File: src/rtl/dac_serial_front.sv
module dac_serial_front #(
  parameter int W = 24
) (
  input  logic         clk,
  input  logic         reset_n,
  input  logic         sclk,
  input  logic         sync_n,
  input  logic         sdin,
  input  logic         ldac_n,
  input  logic         clr_n,
  input  logic         twos_mode,
  input  logic [W-1:0] clear_code,
  output logic [W-1:0] dac_code,
  output logic [W-1:0] code_bin
);
  localparam int CW = $clog2(W + 2);
  localparam logic [CW-1:0] FULL = CW'(W);

  logic [2:0]    sclk_p, sync_p, ldac_p;
  logic [1:0]    clr_p, sdin_p;
  logic [W-1:0]  shreg, in_reg;
  logic [CW-1:0] cnt;

  always_ff @(posedge clk or negedge reset_n) begin
    if (!reset_n) begin
      sclk_p <= '1;
      sync_p <= '1;
      ldac_p <= '1;
      clr_p  <= '1;
      sdin_p <= '0;
    end else begin
      sclk_p <= {sclk_p[1:0], sclk};
      sync_p <= {sync_p[1:0], sync_n};
      ldac_p <= {ldac_p[1:0], ldac_n};
      clr_p  <= {clr_p[0], clr_n};
      sdin_p <= {sdin_p[0], sdin};
    end
  end

  wire sclk_fall = sclk_p[2] & ~sclk_p[1];
  wire sync_fall = sync_p[2] & ~sync_p[1];
  wire sync_rise = ~sync_p[2] & sync_p[1];
  wire ldac_fall = ldac_p[2] & ~ldac_p[1];
  wire ldac_low  = ~ldac_p[1];
  wire clr_on    = ~clr_p[1];
  wire word_ok   = sync_rise && (cnt == FULL);

  always_ff @(posedge clk or negedge reset_n) begin
    if (!reset_n) begin
      shreg <= '0;
      cnt   <= FULL + 1'b1;
    end else if (sync_fall) begin
      cnt <= '0;
    end else if (sclk_fall && !sync_p[1]) begin
      shreg <= {shreg[W-2:0], sdin_p[1]};
      if (cnt <= FULL) cnt <= cnt + 1'b1;
    end
  end

  always_ff @(posedge clk or negedge reset_n) begin
    if (!reset_n) begin
      in_reg   <= '0;
      dac_code <= '0;
    end else begin
      if (word_ok) in_reg <= shreg;
      if (clr_on)                   dac_code <= clear_code;
      else if (word_ok && ldac_low) dac_code <= shreg;
      else if (ldac_fall)           dac_code <= in_reg;
    end
  end

  assign code_bin = twos_mode ? {~dac_code[W-1], dac_code[W-2:0]} : dac_code;
endmodule


File: config.mk
export PLATFORM = sky130hd
export DESIGN_NAME = dac_serial_front
export DESIGN_NICKNAME = d
export VERILOG_FILES = /design/src/rtl/dac_serial_front.sv
export SDC_FILE = /design/constraint.sdc
export NUM_CORES = 1
export LEC_CHECK = 0
export BUFFER_PORTS_ARGS = -buffer_cell sky130_fd_sc_hd__buf_2
export CORE_UTILIZATION = 45
export CTS_BUF_LIST = sky130_fd_sc_hd__clkbuf_4
export CTS_CLUSTER_SIZE = 16
export DETAILED_ROUTE_END_ITERATION = 8
export GPL_ROUTABILITY_DRIVEN = 0
export PLACE_DENSITY = 0.68
export SKIP_LAST_GASP = 1
export SYNTH_ARGS = -nofsm -noshare
export SYNTH_HDL_FRONTEND = slang
export SYNTH_SLANG_ARGS = --single-unit
File: constraint.sdc
create_clock -name clk -period 1.8 [get_ports clk]
set_input_delay 0.27 -clock clk [delete_from_list [all_inputs] [get_ports clk]]
set_output_delay 0.27 -clock clk [all_outputs]
set_load 0.02 [all_outputs]
======== Yosys cells after proc, flatten, opt, wreduce, memory -nomap -nowiden ========
Index checks and enable logic that the tools add are counted.
word-level totals
  output and inout port bits .............. 48
  logic and storage cells ................. 38
  bits in registers ....................... 90
operators by class
  reduce and logical (&&, ||, !) cells .... 8
  add/subtract/negate cells ............... 1
  $lt $le $gt $ge ......................... 1
  bitwise operators ....................... 10
  mux-type cells .......................... 7
  eq/ne operators ......................... 2
operators by type and width
  kind                                                    number
  2-to-1 mux 24 bit                                       4
  2-to-1 mux 5 bit                                        3
  inverter 1 bit                                          6
  adder 5 x 1 -> 5 bit (second input constant)            1
  equality test 5 bit (second input constant)             1
  less-or-equal comparator 5 bit (second input constant)  1
  AND 1 bit                                               4
  AND reduction 2 bit                                     2
  nonzero test 2 bit                                      2
  logical AND 1 bit                                       3
  != test 3 x 1 -> 1 bit (second input constant)          1
  zero test 1 bit                                         1

======== Depth between registers and ports, before layout ========
Gate-level depths: netlist (run 1).
  word-level depth ........................ 6
  depth in mapped cells ................... 7
  gate-level depth less buffers ........... 6

======== Least setup slack after synthesis (run 1) ========
OpenSTA, ideal clock, no wires.
  path kind ............................... register -> register
  start point ............................. register cnt[0]
  end point ............................... register dac_code[0]
  slack ................................... 0.024 ns
  period minus slack after synthesis ...... 1.776 ns
  required time ........................... 1.672 ns
  cell stages (with the launch flop) ...... 8
  data arrival time ....................... 1.648 ns
  path through ............................ dfstp_2 inv_1 ha_1 and4b_2 nand2_2 buf_4 mux2i_1 a21oi_1
between the ends
  longest elaborated chain between the ends .. 5
  elaborated cells on any way between the ends .. 6
  those cells by class .................... eq/ne: 2; mux: 2; reduce/logical: 2
ends and longest elaborated chain
  element                   line  RTL
  start: declaration        22    logic [CW-1:0] cnt;
  start signal: assignment  51    cnt <= FULL + 1'b1;
  start signal: assignment  56    if (cnt <= FULL) cnt <= cnt + 1'b1;
  equality test 5 bit *     46    wire word_ok = sync_rise && (cnt == FULL);
  logical AND 1 bit *       46
  logical AND 1 bit *       67    else if (word_ok && ldac_low) dac_code <= shreg;
  2-to-1 mux 24 bit         67
  2-to-1 mux 24 bit         66    if (clr_on) dac_code <= clear_code;
  end signal: assignment    66
  end signal: assignment    67
  end signal: assignment    68    else if (ldac_fall) dac_code <= in_reg;
  end: declaration          13    output logic [W-1:0] dac_code,
Every way passes the cells marked *; elsewhere a longest branch is shown, timed or not.
A chain may end at the register's enable or synchronous reset.

======== Worst setup path after layout (run 1) ========
  start point ............................. register cnt[0]
  end point ............................... register dac_code[18]
The elaborated chain is that of the path after synthesis.

==> impl_results.md, run 1 <==
* Die Width at between 90 and 100 um
* H-tree levels at 3
* Ys flop type: dfrtp_1
* Rel. slew slack at 64.7%
* Placed Cells incl. Taps at 452
* Worst min path class: input pin to flop
* Main area contributors after synthesis: dfrtp_1 49%, mux2_2 14%, dfstp_2 9.4%
* Crit. End Element: flop
* R2R Path Start: cnt[0]
* First-pass GRT wire length at ~12000 um
* Pwr Density at ~860 nW/um2
* DR WL/cell at around 15 um
* WL final at around 7100 um
* Tmin final at ~1.8 ns
* Starting Density at approximately 47%
* # rows at 33
* RSZ-0062 raised after global routing: true
* Placed instance area at 4360 um2
* Final setup fails at 0
* Filler cell count at just over 700
* RR Endpoint: dac_code[18]
* Sequential fraction of the synthesis area at about 58%
* Req. time, crit path at about 2.2 ns
* Vias in the first global route at 2419
* Nets at 400
* GRT Residual Overflow at 0
* Seq cells post-synth at 90
* Maxcap violations at 0
* Outcome: finished clean
* Reg2reg setup slack at between 0.03 and 0.04 ns
* Die H at approximately 95 um
* Worst hold slack at roughly 0.040 ns
* WS Path Type: flop to flop
* Design Area, Final at roughly 4700 um2
* Vias at between 2k and 2.5k
* Fin cells at approximately 480
* Gr usage total at between 15 and 20%
* Post-synth ARST share at 100%
* Area share of the largest cell type after synthesis at about half
* Post-synth top area cell: dfrtp_1
* # diodes at 0
* Post-synth EDFFs at 0
* Clock latency on the worst-skew pair at about 0.46 ns
* Num CTS Buffers at 9
* LEAKAGE at roughly 2.4 nW
* Hold EP: dac_code[11]
* Area Growth Syn to Fin at 18.9%
* Syn nets at about 320
* Period Utilization, post-route at 98.0%
* Hold depth at 3
* Clock Skew at between 0.02 and 0.025 ns
* Antenna violations before repair at 0
* Iteration-0 DRC count of the detailed router at approximately 110
* Max clock buf depth at 2
* ANT nets after route at 0
* Peak Freq at around 570 MHz
* VDD IR-drop max at ~0.56 mV
* Port buffer count at about 80
* Pin count of the biggest net entering global routing at 42
* DRC viols at 0
* Worst Reg-to-Reg Cells at 7
* Vias per inst at a little over 5
* Post-synthesis cell area at 3920 um2
* Syn_area_per_cell at 13.6 um2
* Core area at 8300 um2
* Die ar. at just over 9000 um2
* Drt pass-1 iters at 4
* Sink Count at 90
* Pins Over Slew Limit at 0
* Slew @ Worst Pin at around 0.53 ns
* Yosys cell types at 36
* Layout cells sized above 1 at 51.8%
* Number of warnings issued by yosys at 0
* Detail Placement HPWL at 4860 um
* Tot Pwr at 4.01 mW
* Clock transition at the registers of the reported paths at roughly 0.17 ns
* CP Max Fanout at 9
* Root buf cell: clkbuf_4
* Hold Vio Cnt, Final at 0
* WP data arrival at approximately 2.1 ns
* Worst hold path startpoint: clear_code[11]
* Startpoint Class: flop
* Cells after synthesis at between 200 and 300
* CTS tree: built
* Io pins at 80
-- worst max-delay path, cell delays in order (launching register included) --
cell,delay (ns)
dfstp_2,0.58
inv_2,0.06
ha_4,0.16
and4b_2,0.25
nand2_4,0.09
bufbuf_16,0.28
mux2i_1,0.19
o21ai_1,0.07
-- worst max-delay path by stage --
stage / start / endpoint / slack, ns
4_1_cts: cnt[1] / dac_code[21] / 0.02
3_5_place_dp: cnt[0] / dac_code[12] / -0.04
5_1_grt: sync_p[1] / dac_code[16] / -0.07
6_report: cnt[0] / dac_code[18] / 0.04
3_3_place_gp: cnt[0] / dac_code[12] / -0.01
2_1_floorplan: cnt[0] / dac_code[0] / 0.02
-- synth_stat cells, types with 2 or more instances --
cell	count
nand2_1	4
a31o_2	2
buf_4	28
mux2i_1	22
nor2b_1	3
nor2_1	5
o21ai_1	10
dfstp_2	14
buf_6	2
ha_1	2
nor3b_1	2
xor2_1	3
o22ai_1	5
a21oi_1	7
o21ai_0	13
nand2b_1	2
inv_1	3
a22oi_1	16
buf_2	5
mux2_2	48
dfrtp_1	76
nor2_2	2
-- cell families after synthesis --
| logic type | Yosys count | share of synthesized area, % |
|---|---|---|
| xor gates and xnor gates | 4 | 0.895 |
| buffers and inverters | 39 | 6.97 |
| adders and majority gates | 2 | 0.639 |
| and+or+nand+nor | 25 | 4.35 |
| DFF | 90 | 58.0 |
| AOI/OAI and AO/OA | 58 | 9.75 |
| muxes | 70 | 19.4 |
-- final cells by class --
cell class,count,area [um2],share of cell area (%)
Tap cell,105,131,2.82
Multi-Input combinational cell,159,1410,30.3
Sequential cell,90,2270,48.8
Clock inverter,7,95.1,2.04
Clock buffer,9,67.6,1.45
Timing Repair Buffer,103,668,14.4
Inverter,3,11.3,0.242
-- power breakdown --
group	total, mW	internal, mW	switching [mW]
combinational	0.551	0.232	0.320
sequential	2.23	2.14	0.0885
clock	1.22	0.464	0.758
-- placed cells by master, fill, tap and decap left out, types with 2 or more instances in the layout --
master / instances
dfrtp_1: 76
nand2_1: 4
nand2b_1: 2
nor2_2: 2
buf_4: 14
xor2_1: 3
nor2b_1: 2
mux2_2: 48
a22oi_1: 16
nand2_4: 2
o22ai_1: 5
a31o_2: 2
buf_12: 4
mux2i_1: 22
dfstp_2: 14
o21ai_1: 13
a21oi_1: 7
dlygate4sd3_1: 6
inv_2: 2
o21ai_0: 10
buf_2: 78
inv_8: 2
clkinv_4: 2
clkbuf_4: 9
nor2_1: 5
-- stage by stage --
stage	TNS (ns)	setup slack (ns)	util (%)
4_1_cts	0	0.0227	55.9
3_5_place_dp	-0.265	-0.0415	52.5
5_1_grt	-0.675	-0.0715	56.1
2_1_floorplan	0	0.0237	-
3_3_place_gp	-0.0223	-0.0132	52.5
6_report	0	0.0354	56.1
-- metal layers --
layer  vias up  GRT usage (%)  routed length, um
met5         -              0                  0
met3         7           5.02                404
met4         0           5.68                 65
met1      1183           23.5               3320
met2        76           27.6               3290
li1       1175              -                  -
-- timing repair --
| item | in CTS | in global routing |
|---|---|---|
| endpoints found under the hold margin | 30 | 0 |
| pin swaps | 1 | 0 |
| cloned | 1 | 0 |
| hold buffers | 6 | 0 |
| setup endpoints to repair | 19 | 17 |
| setup buffers | 1 | 0 |
| resized for setup | 7 | 4 |
(Power assumes the default switching activity.)
==> inputs of run 2 (changes only) <==
- ABC_CLOCK_PERIOD_IN_PS: not set -> 1800
- PLACE_DENSITY: 0.68 -> 0.67
- SKIP_LAST_GASP: 1 -> not set
==> impl_results.md, run 2 (synthesized netlist as in run 1, its figures left out) <==
* Req. time, crit path at 2.12 ns
* ANT nets after route at 0
* GRT Residual Overflow at 0
* Detail Placement HPWL at between 4000 and 5000 um
* Port buffer count at 79
* Vias in the first global route at about 2.4k
* Root buf cell: clkbuf_4
* Area Growth Syn to Fin at 18.3%
* WS Path Type: flop to flop
* Startpoint Class: flop
* Crit. End Element: flop
* # diodes at 0
* Pwr Density at 827 nW/um2
* LEAKAGE at approximately 2.4 nW
* Final setup fails at 0
* DR WL/cell at 14.8 um
* Antenna violations before repair at 0
* Die ar. at between 9000 and 10000 um2
* Rel. slew slack at around three quarters
* Sink Count at 90
* Drt pass-1 iters at 4
* Highest metal used: met4
* Core area at between 8000 and 9000 um2
* CP Max Fanout at 3
* Max clock buf depth at 2
* Nets at just over 400
* DRC viols at 0
* Io pins at 80
* RSZ-0062 raised after global routing: true
* Peak Freq at between 500 and 600 MHz
* Num CTS Buffers at 9
* Outcome: finished clean
* Clock transition at the registers of the reported paths at ~0.16 ns
* Starting Density at between 40% and 50%
* Hold Vio Cnt, Final at 0
* Clock Skew at roughly 0.023 ns
* Maxcap violations at 0
* Met2 WL at approximately 3300 um
* Vias per inst at a little over 5
* Placed Cells incl. Taps at between 400 and 500
* Gr usage total at 17.1%
* Iteration-0 DRC count of the detailed router at 123
* Die Width at ~95 um
* # rows at 33
* Fin cells at around 480
* Tot Pwr at approximately 3.8 mW
* Pin count of the biggest net entering global routing at 39
* Routed wl met3 at between 300 and 400 um
* Commonest cells after routing, fill and taps aside: 78 x buf_2, 76 x dfrtp_1, 48 x mux2_2
* Period Utilization, post-route at ~96%
* Tmin final at around 1.7 ns
* H-tree levels at 3
* DRT met1 WL at around 3400 um
* WL final at between 7000 and 8000 um
* Layout cells sized above 1 at between 50% and 60%
* Pins Over Slew Limit at 0
* VDD IR-drop max at roughly 0.68 mV
* First-pass GRT wire length at between 10000 and 15000 um
* Most common cell after layout, fill and taps aside: buf_2
* Die H at between 90 and 100 um
* Vias at 2434
* WP data arrival at 2.05 ns
* Clock latency on the worst-skew pair at 0.44 ns
* CTS tree: built
* Worst min path class: input pin to flop
* Slew @ Worst Pin at around 0.36 ns
run 2: changes by cell type in the layout (fill, tap and decap cells not counted), sizes merged:
cell | previous run | this run
nand2 | 6 | 7
buf | 96 | 101
bufbuf | 1 | 0
clkbuf | 9 | 10
inv | 6 | 5
bufinv | 1 | 0
clkinv | 3 | 4
run 2: worst paths after layout:
| check | from | endpoint | slack, ns | cells past startpoint |
|---|---|---|---|---|
| max in group asynchronous | reset_n | cnt[3] | 1.00 | 3 |
| min in group asynchronous | reset_n | shreg[21] | 0.22 | 2 |
| hold / removal | clear_code[14] | dac_code[14] | 0.06 | 3 |
| setup / recovery | cnt[0] | dac_code[20] | 0.07 | 7 |
| hold reg to reg | sync_p[0] | sync_p[1] | 0.35 | 0 |
| setup reg to reg | cnt[0] | dac_code[20] | 0.07 | 7 |
run 2: area by class of cell:
type	instances	area [um2]
fillers	740	3670
flip-flops and latches	90	2270
multi-input cells	160	1420
repair buffers	107	681
well taps	105	131
clock buffers	10	75.1
clock inverters	6	48.8
inverters	3	11.3
run 2: power by group:
part / internal [mW] / total, mW / switching [mW]
combinational: 0.242 / 0.569 / 0.327
sequential: 2.14 / 2.23 / 0.0891
clock: 0.315 / 1.03 / 0.712
total: 2.70 / 3.83 / 1.13
run 2: stage by stage:
stage | utilization (%) | hold WS [ns] | cell area [um2] | setup TNS (ns) | worst slack, ns
after floorplan | - | -0.0256 | 3920 | 0 | 0.0237
after global placement | 52.8 | 0.159 | 4390 | -0.0197 | -0.00634
after detailed placement | 52.8 | 0.153 | 4390 | -0.191 | -0.0309
after CTS | 55.7 | 0.0452 | 4620 | 0 | 0.00470
after global routing | 55.8 | 0.0259 | 4630 | -0.00212 | -0.00212
final | 55.8 | 0.0586 | 4630 | 0 | 0.0736
run 2: repair_timing:
action,in CTS,in global routing
hold buffers,6,0
gates cloned,1,0
endpoints found under the setup margin,24,21
endpoints found under the hold margin,75,0
gates resized for setup,4,5
pin swaps,3,1
setup buffers,3,0
run 2: critical path, cell delays in order (launching register included):
cell and delay, ns:
dfstp_2 0.57, inv_2 0.05, ha_4 0.16, and4b_2 0.24, buf_4 0.15, a31o_2 0.22, a21oi_1 0.13, o21ai_0 0.10
run 2: metal layers:
| metal | track usage [%] | vias to the layer above |
|---|---|---|
| met5 | 0 | - |
| met4 | 4.29 | 0 |
| met3 | 5.10 | 6 |
| met2 | 27.6 | 66 |
| met1 | 22.7 | 1183 |
| li1 | - | 1179 |
